==> config.mk <==
export PLATFORM = sky130hd
export DESIGN_NAME = cascade_irq_ctrl
export DESIGN_NICKNAME = d
export VERILOG_FILES = /design/src/rtl/cic_pkg.sv /design/src/rtl/cic_edge_pend.sv /design/src/rtl/cic_sub_fold.sv /design/src/rtl/cic_arbiter.sv /design/src/rtl/cascade_irq_ctrl.sv
export SDC_FILE = /design/constraint.sdc
export NUM_CORES = 1
export LEC_CHECK = 0
export BUFFER_PORTS_ARGS = -buffer_cell sky130_fd_sc_hd__buf_2
export CORE_ASPECT_RATIO = 2
export CORE_MARGIN = 2
export CORE_UTILIZATION = 54
export CTS_BUF_LIST = sky130_fd_sc_hd__clkbuf_8
export DETAILED_ROUTE_END_ITERATION = 7
export HOLD_SLACK_MARGIN = 0.1
export PLACE_DENSITY_LB_ADDON = 0.1
export SYNTH_ARGS = -nofsm -noshare
export SYNTH_HDL_FRONTEND = slang
export SYNTH_SLANG_ARGS = --single-unit
==> constraint.sdc <==
create_clock -name clk_i -period 2.1 [get_ports clk_i]
set_input_delay 0.21 -clock clk_i [delete_from_list [all_inputs] [get_ports clk_i]]
set_output_delay 0.21 -clock clk_i [all_outputs]
set_load 0.02 [all_outputs]
==> src/rtl/cic_pkg.sv <==
package cic_pkg;
   localparam int REG_AW = 3;

   typedef enum logic [REG_AW-1:0] {
      REG_SRC_PEND  = 3'd0,
      REG_MAIN_MASK = 3'd1,
      REG_ACT_PEND  = 3'd2,
      REG_ACT_INDEX = 3'd3,
      REG_SUB_PEND  = 3'd4,
      REG_SUB_MASK  = 3'd5
   } cic_reg_e;
endpackage

==> src/rtl/cic_edge_pend.sv <==
module cic_edge_pend #(
   parameter int W = 8
) (
   input  logic         clk_i,
   input  logic         rst_ni,
   input  logic [W-1:0] req_i,
   input  logic [W-1:0] clr_i,
   output logic [W-1:0] pend_o
);
   logic [W-1:0] req_q;
   logic [W-1:0] pend_q;
   logic [W-1:0] rise;

   assign rise = req_i & ~req_q;

   always_ff @(posedge clk_i or negedge rst_ni) begin
      if (!rst_ni) begin
         req_q  <= '0;
         pend_q <= '0;
      end else begin
         req_q  <= req_i;
         pend_q <= (pend_q & ~clr_i) | rise;
      end
   end

   assign pend_o = pend_q;

   AST_SET_BEATS_CLEAR: assert property (@(posedge clk_i) disable iff (!rst_ni)
      (rise != '0) |=> ((pend_q & $past(rise)) == $past(rise)));

   AST_NO_SPURIOUS_SET: assert property (@(posedge clk_i) disable iff (!rst_ni)
      (rise == '0) |=> ((pend_q & ~$past(pend_q)) == '0));
endmodule

==> src/rtl/cic_sub_fold.sv <==
module cic_sub_fold #(
   parameter int NUM_MAIN    = 32,
   parameter int NUM_SUB     = 11,
   parameter int SUB_PER_GRP = 3,
   parameter int NUM_GRP     = 4,
   parameter int LINE_W      = 5,
   parameter logic [NUM_GRP*LINE_W-1:0] GRP_LINE = '0
) (
   input  logic [NUM_MAIN-1:0] main_req_i,
   input  logic [NUM_SUB-1:0]  sub_pend_i,
   input  logic [NUM_SUB-1:0]  sub_mask_i,
   output logic [NUM_MAIN-1:0] line_req_o
);
   logic [NUM_SUB-1:0] sub_live;
   logic [NUM_GRP-1:0] grp_hit;

   assign sub_live = sub_pend_i & ~sub_mask_i;

   for (genvar g = 0; g < NUM_GRP; g++) begin : g_grp
      logic [SUB_PER_GRP-1:0] members;
      for (genvar k = 0; k < SUB_PER_GRP; k++) begin : g_member
         if (g * SUB_PER_GRP + k < NUM_SUB) begin : g_real
            assign members[k] = sub_live[g*SUB_PER_GRP+k];
         end else begin : g_pad
            assign members[k] = 1'b0;
         end
      end
      assign grp_hit[g] = |members;
   end

   always_comb begin
      line_req_o = main_req_i;
      for (int g = 0; g < NUM_GRP; g++) begin
         if (grp_hit[g]) line_req_o[GRP_LINE[g*LINE_W +: LINE_W]] = 1'b1;
      end
   end
endmodule

==> src/rtl/cic_arbiter.sv <==
module cic_arbiter #(
   parameter int N  = 32,
   parameter int IW = 5
) (
   input  logic          clk_i,
   input  logic          rst_ni,
   input  logic [N-1:0]  src_i,
   input  logic [N-1:0]  mask_i,
   input  logic [N-1:0]  clr_i,
   output logic [N-1:0]  act_o,
   output logic [IW-1:0] index_o,
   output logic          irq_o
);
   logic [N-1:0] eligible;
   logic [N-1:0] winner;
   logic [N-1:0] act_q;

   assign eligible = src_i & ~mask_i;

   always_comb begin
      winner = '0;
      for (int i = N - 1; i >= 0; i--) begin
         if (eligible[i]) begin
            winner    = '0;
            winner[i] = 1'b1;
         end
      end
   end

   always_ff @(posedge clk_i or negedge rst_ni) begin
      if (!rst_ni)          act_q <= '0;
      else if (act_q == '0) act_q <= winner;
      else                  act_q <= act_q & ~clr_i;
   end

   always_comb begin
      index_o = '0;
      for (int i = 0; i < N; i++) begin
         if (act_q[i]) index_o = IW'(i);
      end
   end

   assign act_o = act_q;
   assign irq_o = |act_q;

   AST_ACT_ONEHOT: assert property (@(posedge clk_i) disable iff (!rst_ni)
      $onehot0(act_q));

   AST_ACT_HOLD: assert property (@(posedge clk_i) disable iff (!rst_ni)
      ((act_q != '0) && ((act_q & clr_i) == '0)) |=> (act_q == $past(act_q)));

   AST_MASKED_NEVER_ACT: assert property (@(posedge clk_i) disable iff (!rst_ni)
      (act_q == '0) |=> ((act_q & $past(mask_i)) == '0));

   AST_IRQ_INDEX: assert property (@(posedge clk_i) disable iff (!rst_ni)
      irq_o |-> act_q[index_o]);
endmodule

==> src/rtl/cascade_irq_ctrl.sv <==
module cascade_irq_ctrl #(
   parameter int NUM_MAIN    = 32,
   parameter int NUM_SUB     = 11,
   parameter int SUB_PER_GRP = 3,
   parameter int NUM_GRP     = 4,
   parameter int LINE_W      = 5,
   parameter int DW          = 32,
   parameter logic [NUM_GRP*LINE_W-1:0] GRP_LINE = {5'd31, 5'd15, 5'd23, 5'd28}
) (
   input  logic                      clk_i,
   input  logic                      rst_ni,
   input  logic [NUM_MAIN-1:0]       main_req_i,
   input  logic [NUM_SUB-1:0]        sub_req_i,
   input  logic [cic_pkg::REG_AW-1:0] bus_addr_i,
   input  logic                      bus_wr_i,
   input  logic [DW-1:0]             bus_wdata_i,
   output logic [DW-1:0]             bus_rdata_o,
   output logic                      irq_o
);
   import cic_pkg::*;

   localparam int IW = (NUM_MAIN > 1) ? $clog2(NUM_MAIN) : 1;

   if (NUM_MAIN > DW) begin : g_chk_main
      $error("NUM_MAIN exceeds bus width");
   end
   if (NUM_SUB > DW) begin : g_chk_sub_w
      $error("NUM_SUB exceeds bus width");
   end
   if (NUM_SUB > NUM_GRP * SUB_PER_GRP) begin : g_chk_grp
      $error("groups cannot hold all secondary sources");
   end
   if (LINE_W < IW) begin : g_chk_line
      $error("LINE_W too narrow for main line index");
   end

   logic [NUM_MAIN-1:0] main_mask_q;
   logic [NUM_SUB-1:0]  sub_mask_q;
   logic [NUM_MAIN-1:0] src_clr, act_clr, line_req, src_pend, act_pend;
   logic [NUM_SUB-1:0]  sub_clr, sub_pend;
   logic [IW-1:0]       act_index;

   function automatic logic hit(input logic wr, input logic [REG_AW-1:0] a,
                                input cic_reg_e r);
      return wr && (a == r);
   endfunction

   assign src_clr = hit(bus_wr_i, bus_addr_i, REG_SRC_PEND) ? bus_wdata_i[NUM_MAIN-1:0] : '0;
   assign act_clr = hit(bus_wr_i, bus_addr_i, REG_ACT_PEND) ? bus_wdata_i[NUM_MAIN-1:0] : '0;
   assign sub_clr = hit(bus_wr_i, bus_addr_i, REG_SUB_PEND) ? bus_wdata_i[NUM_SUB-1:0]  : '0;

   always_ff @(posedge clk_i or negedge rst_ni) begin
      if (!rst_ni) begin
         main_mask_q <= '1;
         sub_mask_q  <= '1;
      end else begin
         if (hit(bus_wr_i, bus_addr_i, REG_MAIN_MASK)) main_mask_q <= bus_wdata_i[NUM_MAIN-1:0];
         if (hit(bus_wr_i, bus_addr_i, REG_SUB_MASK))  sub_mask_q  <= bus_wdata_i[NUM_SUB-1:0];
      end
   end

   cic_edge_pend #(.W(NUM_SUB)) u_sub_pend (
      .clk_i  (clk_i),
      .rst_ni (rst_ni),
      .req_i  (sub_req_i),
      .clr_i  (sub_clr),
      .pend_o (sub_pend)
   );

   cic_sub_fold #(
      .NUM_MAIN    (NUM_MAIN),
      .NUM_SUB     (NUM_SUB),
      .SUB_PER_GRP (SUB_PER_GRP),
      .NUM_GRP     (NUM_GRP),
      .LINE_W      (LINE_W),
      .GRP_LINE    (GRP_LINE)
   ) u_fold (
      .main_req_i (main_req_i),
      .sub_pend_i (sub_pend),
      .sub_mask_i (sub_mask_q),
      .line_req_o (line_req)
   );

   cic_edge_pend #(.W(NUM_MAIN)) u_src_pend (
      .clk_i  (clk_i),
      .rst_ni (rst_ni),
      .req_i  (line_req),
      .clr_i  (src_clr),
      .pend_o (src_pend)
   );

   cic_arbiter #(.N(NUM_MAIN), .IW(IW)) u_arb (
      .clk_i   (clk_i),
      .rst_ni  (rst_ni),
      .src_i   (src_pend),
      .mask_i  (main_mask_q),
      .clr_i   (act_clr),
      .act_o   (act_pend),
      .index_o (act_index),
      .irq_o   (irq_o)
   );

   always_comb begin
      case (bus_addr_i)
         REG_SRC_PEND:  bus_rdata_o = DW'(src_pend);
         REG_MAIN_MASK: bus_rdata_o = DW'(main_mask_q);
         REG_ACT_PEND:  bus_rdata_o = DW'(act_pend);
         REG_ACT_INDEX: bus_rdata_o = DW'(act_index);
         REG_SUB_PEND:  bus_rdata_o = DW'(sub_pend);
         REG_SUB_MASK:  bus_rdata_o = DW'(sub_mask_q);
         default:       bus_rdata_o = '0;
      endcase
   end

   AST_MASK_WRITE_ONLY: assert property (@(posedge clk_i) disable iff (!rst_ni)
      !hit(bus_wr_i, bus_addr_i, REG_MAIN_MASK) |=> $stable(main_mask_q));

   AST_SUB_CLEAR: assert property (@(posedge clk_i) disable iff (!rst_ni)
      ((sub_clr & ~sub_req_i) != '0) |=> ((sub_pend & $past(sub_clr & ~sub_req_i)) == '0));
endmodule

# Word-level counts from Yosys, hierarchy flattened

Cells that the tools add are included.
Widths: inputs -> output; s select.

Flip-flop bits (word level): 161
Bits in latches: 0
Memory bits (writable): 0
Bits in read-only memories: 0
Input bits: 81
Memories: 0

Add/sub/neg operators: 0
Multipliers: 0
Divide/modulo/power cells: 0
Order comparisons: 0
Eq/ne operators: 5
Shift operators: 0
Muxes and demuxes: 72
Bitwise logic cells: 16
Reductions and logical operators: 12

Operators with widths:

| cell               | count |
|---|---|
| $mux 32            | 35 |
| $pmux 32 s6        | 1 |
| $and 32x32->32     | 4 |
| $not 32->32        | 4 |
| $mux 5             | 16 |
| $and 11x11->11     | 3 |
| $not 11->11        | 3 |
| $logic_not 32->1   | 1 |
| $mux 4             | 8 |
| $or 32x32->32      | 1 |
| $reduce_or 32->1   | 1 |
| $mux 3             | 4 |
| $mux 11            | 1 |
| $or 11x11->11      | 1 |
| $reduce_or 3->1    | 3 |
| $eq 3x2->1 const B | 2 |
| $eq 3x3->1 const B | 2 |
| $logic_and 1x1->1  | 5 |
| $mux 1             | 5 |
| $mux 2             | 2 |
| $eq 3x1->1 const B | 1 |
| $logic_not 3->1    | 1 |
| $reduce_or 2->1    | 1 |

# Logic depth before layout (Yosys ltp)

Depth in word-level cells: 35
Gate-level depth with buffers: 7

# Hierarchy

From an unflattened synthesis, not the netlist that was laid out.

Cells, all modules: 828
Area total of the unflattened synthesis: 8698.3 um^2

By module, submodules not included:

| module                      | times used | cells an instance | area an instance (um^2) | sequential area each (um^2) |
|---|---|---|---|---|
| cascade_irq_ctrl            | 1          | 349               | 3360.7                  | 1129.8 |
| cic_edge_pend at u_src_pend | 1          | 160               | 2242.2                  | 1601.5 |
| cic_arbiter                 | 1          | 221               | 2010.7                  | 800.8 |
| cic_edge_pend at u_sub_pend | 1          | 55                | 770.7                   | 550.5 |
| cic_sub_fold                | 1          | 43                | 314.1                   | 0.0 |

# Worst setup path before layout

OpenSTA, ideal clock, no wires.

Path type: register to register
From: register main_mask_q[4]
To: register u_arb.act_q[15], in the netlist u_arb.act_o[15]
Library setup time: 0.103 ns
Arrival time: 2.049 ns
Setup slack: -0.052 ns
Stages on the path, launching flop included: 6
Path buffers: 0
Period minus slack after synthesis: 2.152 ns
Cells stage by stage: dfstp_2 -> and2b_2 -> or4_4 -> nor4_4 -> nand3_1 -> o41ai_2

Word-level cells in the longest chain between the ends: 8

Ends and longest elaborated chain:

| element                  | line                   | text |
|---|---|---|
| start: declaration       | cascade_irq_ctrl.sv:37 | `logic [NUM_MAIN-1:0] main_mask_q;` |
| start signal: assignment | cascade_irq_ctrl.sv:57 | `if (hit(bus_wr_i, bus_addr_i, REG_MAIN_MASK)) main_mask_q <= bus_wdata_i[NUM_MAIN-1:0];` |
| $not 32->32              | cic_arbiter.sv:18      | `assign eligible = src_i & ~mask_i;` |
| $and 32x32->32           | cic_arbiter.sv:18      |  |
| $mux 32 (5 in series)    | cic_arbiter.sv:23      | `if (eligible[i]) begin` |
| $mux 32                  | cic_arbiter.sv:32      | `else if (act_q == '0) act_q <= winner;` |
| end signal: assignment   | cic_arbiter.sv:32      |  |
| end signal: assignment   | cic_arbiter.sv:33      | `else act_q <= act_q & ~clr_i;` |
| end: declaration         | cic_arbiter.sv:16      | `logic [N-1:0] act_q;` |

No other way between the ends.
A chain may end at the register's enable or synchronous reset.

# Final worst setup path

From: register u_arb.act_q[25], in the netlist u_arb.act_o[25]
To: output bus_rdata_o[1]

Word-level cells in the longest chain between the ends: 8

Ends and longest elaborated chain:

| element              | line                    | text |
|---|---|---|
| $mux 5 (7 in series) | cic_arbiter.sv:39       | `if (act_q[i]) index_o = IW'(i);` |
| $pmux 32 s6          | cascade_irq_ctrl.sv:104 | `case (bus_addr_i)` |
| end: declaration     | cascade_irq_ctrl.sv:17  | `output logic [DW-1:0] bus_rdata_o,` |

No other way between the ends.

==> summary.md <==
| Metric | Value |
|---|---|
| Outcome | `finished, violations left` |
| Failing checks | `setup timing` |
| Final Cell Area | `0.0105 mm2` |
| Crit. End Element | `output pin` |
| Vias in the first global route | `7021` |
| Final period util | `112%` |
| FFs w/ async S/R, synth | `100%` |
| Clk_lat worst skew | `0.46 ns` |
| Dpl ws | `-0.0852 ns` |
| Area Growth Syn to Fin | `35.4%` |
| DRT iter0 DRCs | `353` |
| Flops & latches, synth | `161` |
| Max Clock Skew | `0.0107 ns` |
| Netlist cell types | `59` |
| Worst path slowest cell | `or4_4` |
| Antenna-violating nets left | `0` |
| Most used flip-flop cell after synthesis | `dfrtp_1` |
| RSZ-0062 raised after global routing | `yes` |
| CTS tree | `built` |
| First-pass GRT wire length | `34500 um` |
| Number of H-tree levels | `4` |
| Clock Path Buffers | `2` |
| Worst hold path type | `input port to flop` |
| Clk sinks | `161` |
| Crit start category | `flop` |
| WL per Instance | `18.0 um` |
| Routed vias | `6732` |
| Max Slew Vio Count | `0` |
| Core ar. | `0.0142 mm2` |
| EDFF count, synth | `0` |
| Post-Synthesis Cells | `748` |
| Synth Area per Inst | `10.4 um2` |
| Fill count | `1057` |
| Overflow after GRT | `0` |
| PD cells | `819 mW/mm2` |
| FF-to-FF Start | `main_mask_q[5]` |
| Mapped cell area | `0.00775 mm2` |
| Crit-path cells | `or4_4 > a2111oi_4 > a22o_1 > buf_4` |
| Drt total wl | `21500 um` |
| VDD IR max | `0.627 mV` |
| Die area | `0.0154 mm2` |
| Worst Path Max Fanout | `3` |
| Largest net degree at the start of global routing | `59` |
| IO buf count | `113` |
| CTS Buf Count | `17` |
| Area after DPL | `0.00894 mm2` |
| Gr usage total | `29.1%` |
| Vias per std cell | `5.62` |
| Hold path start | `main_req_i[23]` |
| Syn Nets | `829` |
| Final net count | `1074` |
| Max_slew headroom | `33.1%` |
| Power Total | `0.00859 W` |
| Max_cap viols | `0` |
| CP startpoint | `u_arb.act_o[25]` |
| Root Buffer | `clkbuf_8` |
| Min setup slack post-route | `-0.246 ns` |
| DP HPWL | `14500 um` |
| Antenna violations before repair | `0` |
| Die width | `88.7 um` |
| Worst Path Arrival | `2.14 ns` |
| Synth Warn # | `0` |
| Die height | `173 um` |
| Crit path kind | `flop to output pin` |
| LEAKAGE | `4.79 nW` |
| Max Freq | `0.426 GHz` |
| N_diodes | `0` |
| GPL Wtd Cong | `0.865` |
| Hold slack | `0.148 ns` |
| Slowest cell delay on critical path | `0.56 ns` |
| Final setup viols | `18` |
| Io pins | `114` |
| 1st-pass router iterations | `6` |
| Rows | `62` |
| Final Hold Viols | `0` |
| CP bufs+invs | `1` |
| Sequential fraction of the synthesis area | `52.7%` |
| Clk pin slew, worst setup/hold paths | `0.09 ns` |
| Initial Utilization | `54.6%` |
| Layout cells sized above 1 | `35.4%` |
| Crit path required time | `1.89 ns` |
| Tmin final | `2.35 ns` |
| DRC violations left | `0` |
| Worst Tran Pin Value | `0.994 ns` |
| Crit path max-delay family | `simple AND/OR/NAND/NOR gates` |
## routing by layer
layer	routed length, um	vias to the layer above	share of wire (%)	GRT usage [%]
li1	-	3115	-	-
met1	8750	3393	41	36.3
met2	11500	188	53	49.6
met3	788	36	3.7	4.24
met4	502	0	2.3	11.7
met5	0	-	0	0
## what timing repair did
item                                    4_1_cts  5_1_grt
hold buffers                                 75        0
cloned                                        1        0
pin swaps                                    13       17
resized for setup                            24       30
setup buffers                                 8        4
endpoints found under the setup margin       32       28
endpoints found under the hold margin       286        0
## power by group
group / total [W] / leakage, nW / switching [W] / internal [W]
combinational: 0.00216 / 2.80 / 0.00108 / 0.00108
clock: 0.00250 / 0.217 / 0.00129 / 0.00122
sequential: 0.00393 / 1.77 / 0.000313 / 0.00362
## sequential cells by signal (all words and copies together) (netlist names)
register           flops
u_sub_pend.req_q      11
u_sub_pend.pend_o     11
u_arb.act_o           32
sub_mask_q            11
u_src_pend.req_q      32
u_src_pend.pend_o     32
main_mask_q           32
## kinds of logic (layout without fill, tap and decap cells)
| logic type | after synthesis | in the layout | share of synthesized area (%) |
|---|---|---|---|
| and+or+nand+nor | 279 | 280 | 17.9 |
| DFF | 161 | 161 | 52.7 |
| AOI/OAI and AO/OA | 145 | 145 | 14.0 |
| buffers and inverters | 85 | 342 | 4.15 |
| muxes | 78 | 78 | 11.3 |
## cell usage in the layout (no fill, tap or decap), drive strengths merged, types with 5 or more instances in the layout
cell type and n:
nor2b 23, buf 179, dfrtp 118, mux2 46, a22oi 7, nor4 9
clkbuf 17, inv 65, or3 6, nand4 7, o2bb2ai 8, a21oi 31
a22o 50, nor3 16, dfstp 43, nand2 100, a32o 6, nor2 70
o31ai 6, mux2i 29, or4 5, dlygate4sd3 75, nand3 10, nand2b 11
o21ai 13, o22ai 6, and2b 12
## metrics by stage
stage	setup TNS, ns	utilization [%]	cells
CTS	-1.33	72.6	1194
floorplan	0	-	748
detailed placement	-0.726	63.0	1078
global route	-3.52	73.9	1198
finish	-1.35	73.9	1198
global placement	-0.441	63.0	1078
## area by class of cell
type                            count  area (um2)  share of cell area [%]
Sequential cell                   161        4090                    38.9
Multi-Input combinational cell    503        3620                    34.5
Timing Repair Buffer              254        1910                    18.2
Tap cell                          192         240                    2.29
Clock buffer                       17         234                    2.23
Inverter                           56         210                    2.00
Clock inverter                     15         195                    1.86
## final timing paths
check                                       endpoint  slack, ns  cells after the start
worst max register to register       u_arb.act_o[15]      -0.07                      6
max in group asynchronous             main_mask_q[9]       1.23                      3
worst min-delay path            u_src_pend.req_q[23]       0.15                      2
worst min register to register  u_sub_pend.pend_o[3]       0.53                      1
min in group asynchronous        u_sub_pend.req_q[3]       0.19                      2
worst max-delay path                  bus_rdata_o[1]      -0.25                      4
## Yosys cell counts, types with 8 or more instances
library cell  count  area share [%]
a21oi_1          31             2.0
a22o_1           49             5.5
and2b_1           9            0.87
clkbuf_1         20            0.97
dfrtp_1         118              38
dfstp_2          43              15
inv_1            55             2.7
mux2_2           46             6.7
mux2i_1          29             3.7
nand2_1         100             4.8
nand2b_1         11            0.89
nand3_1          10            0.65
nor2_1           70             3.4
nor2b_1          23             1.9
nor3_1           15            0.97
o2bb2ai_1         8            0.90
Power figures use the tool's default switching activity.
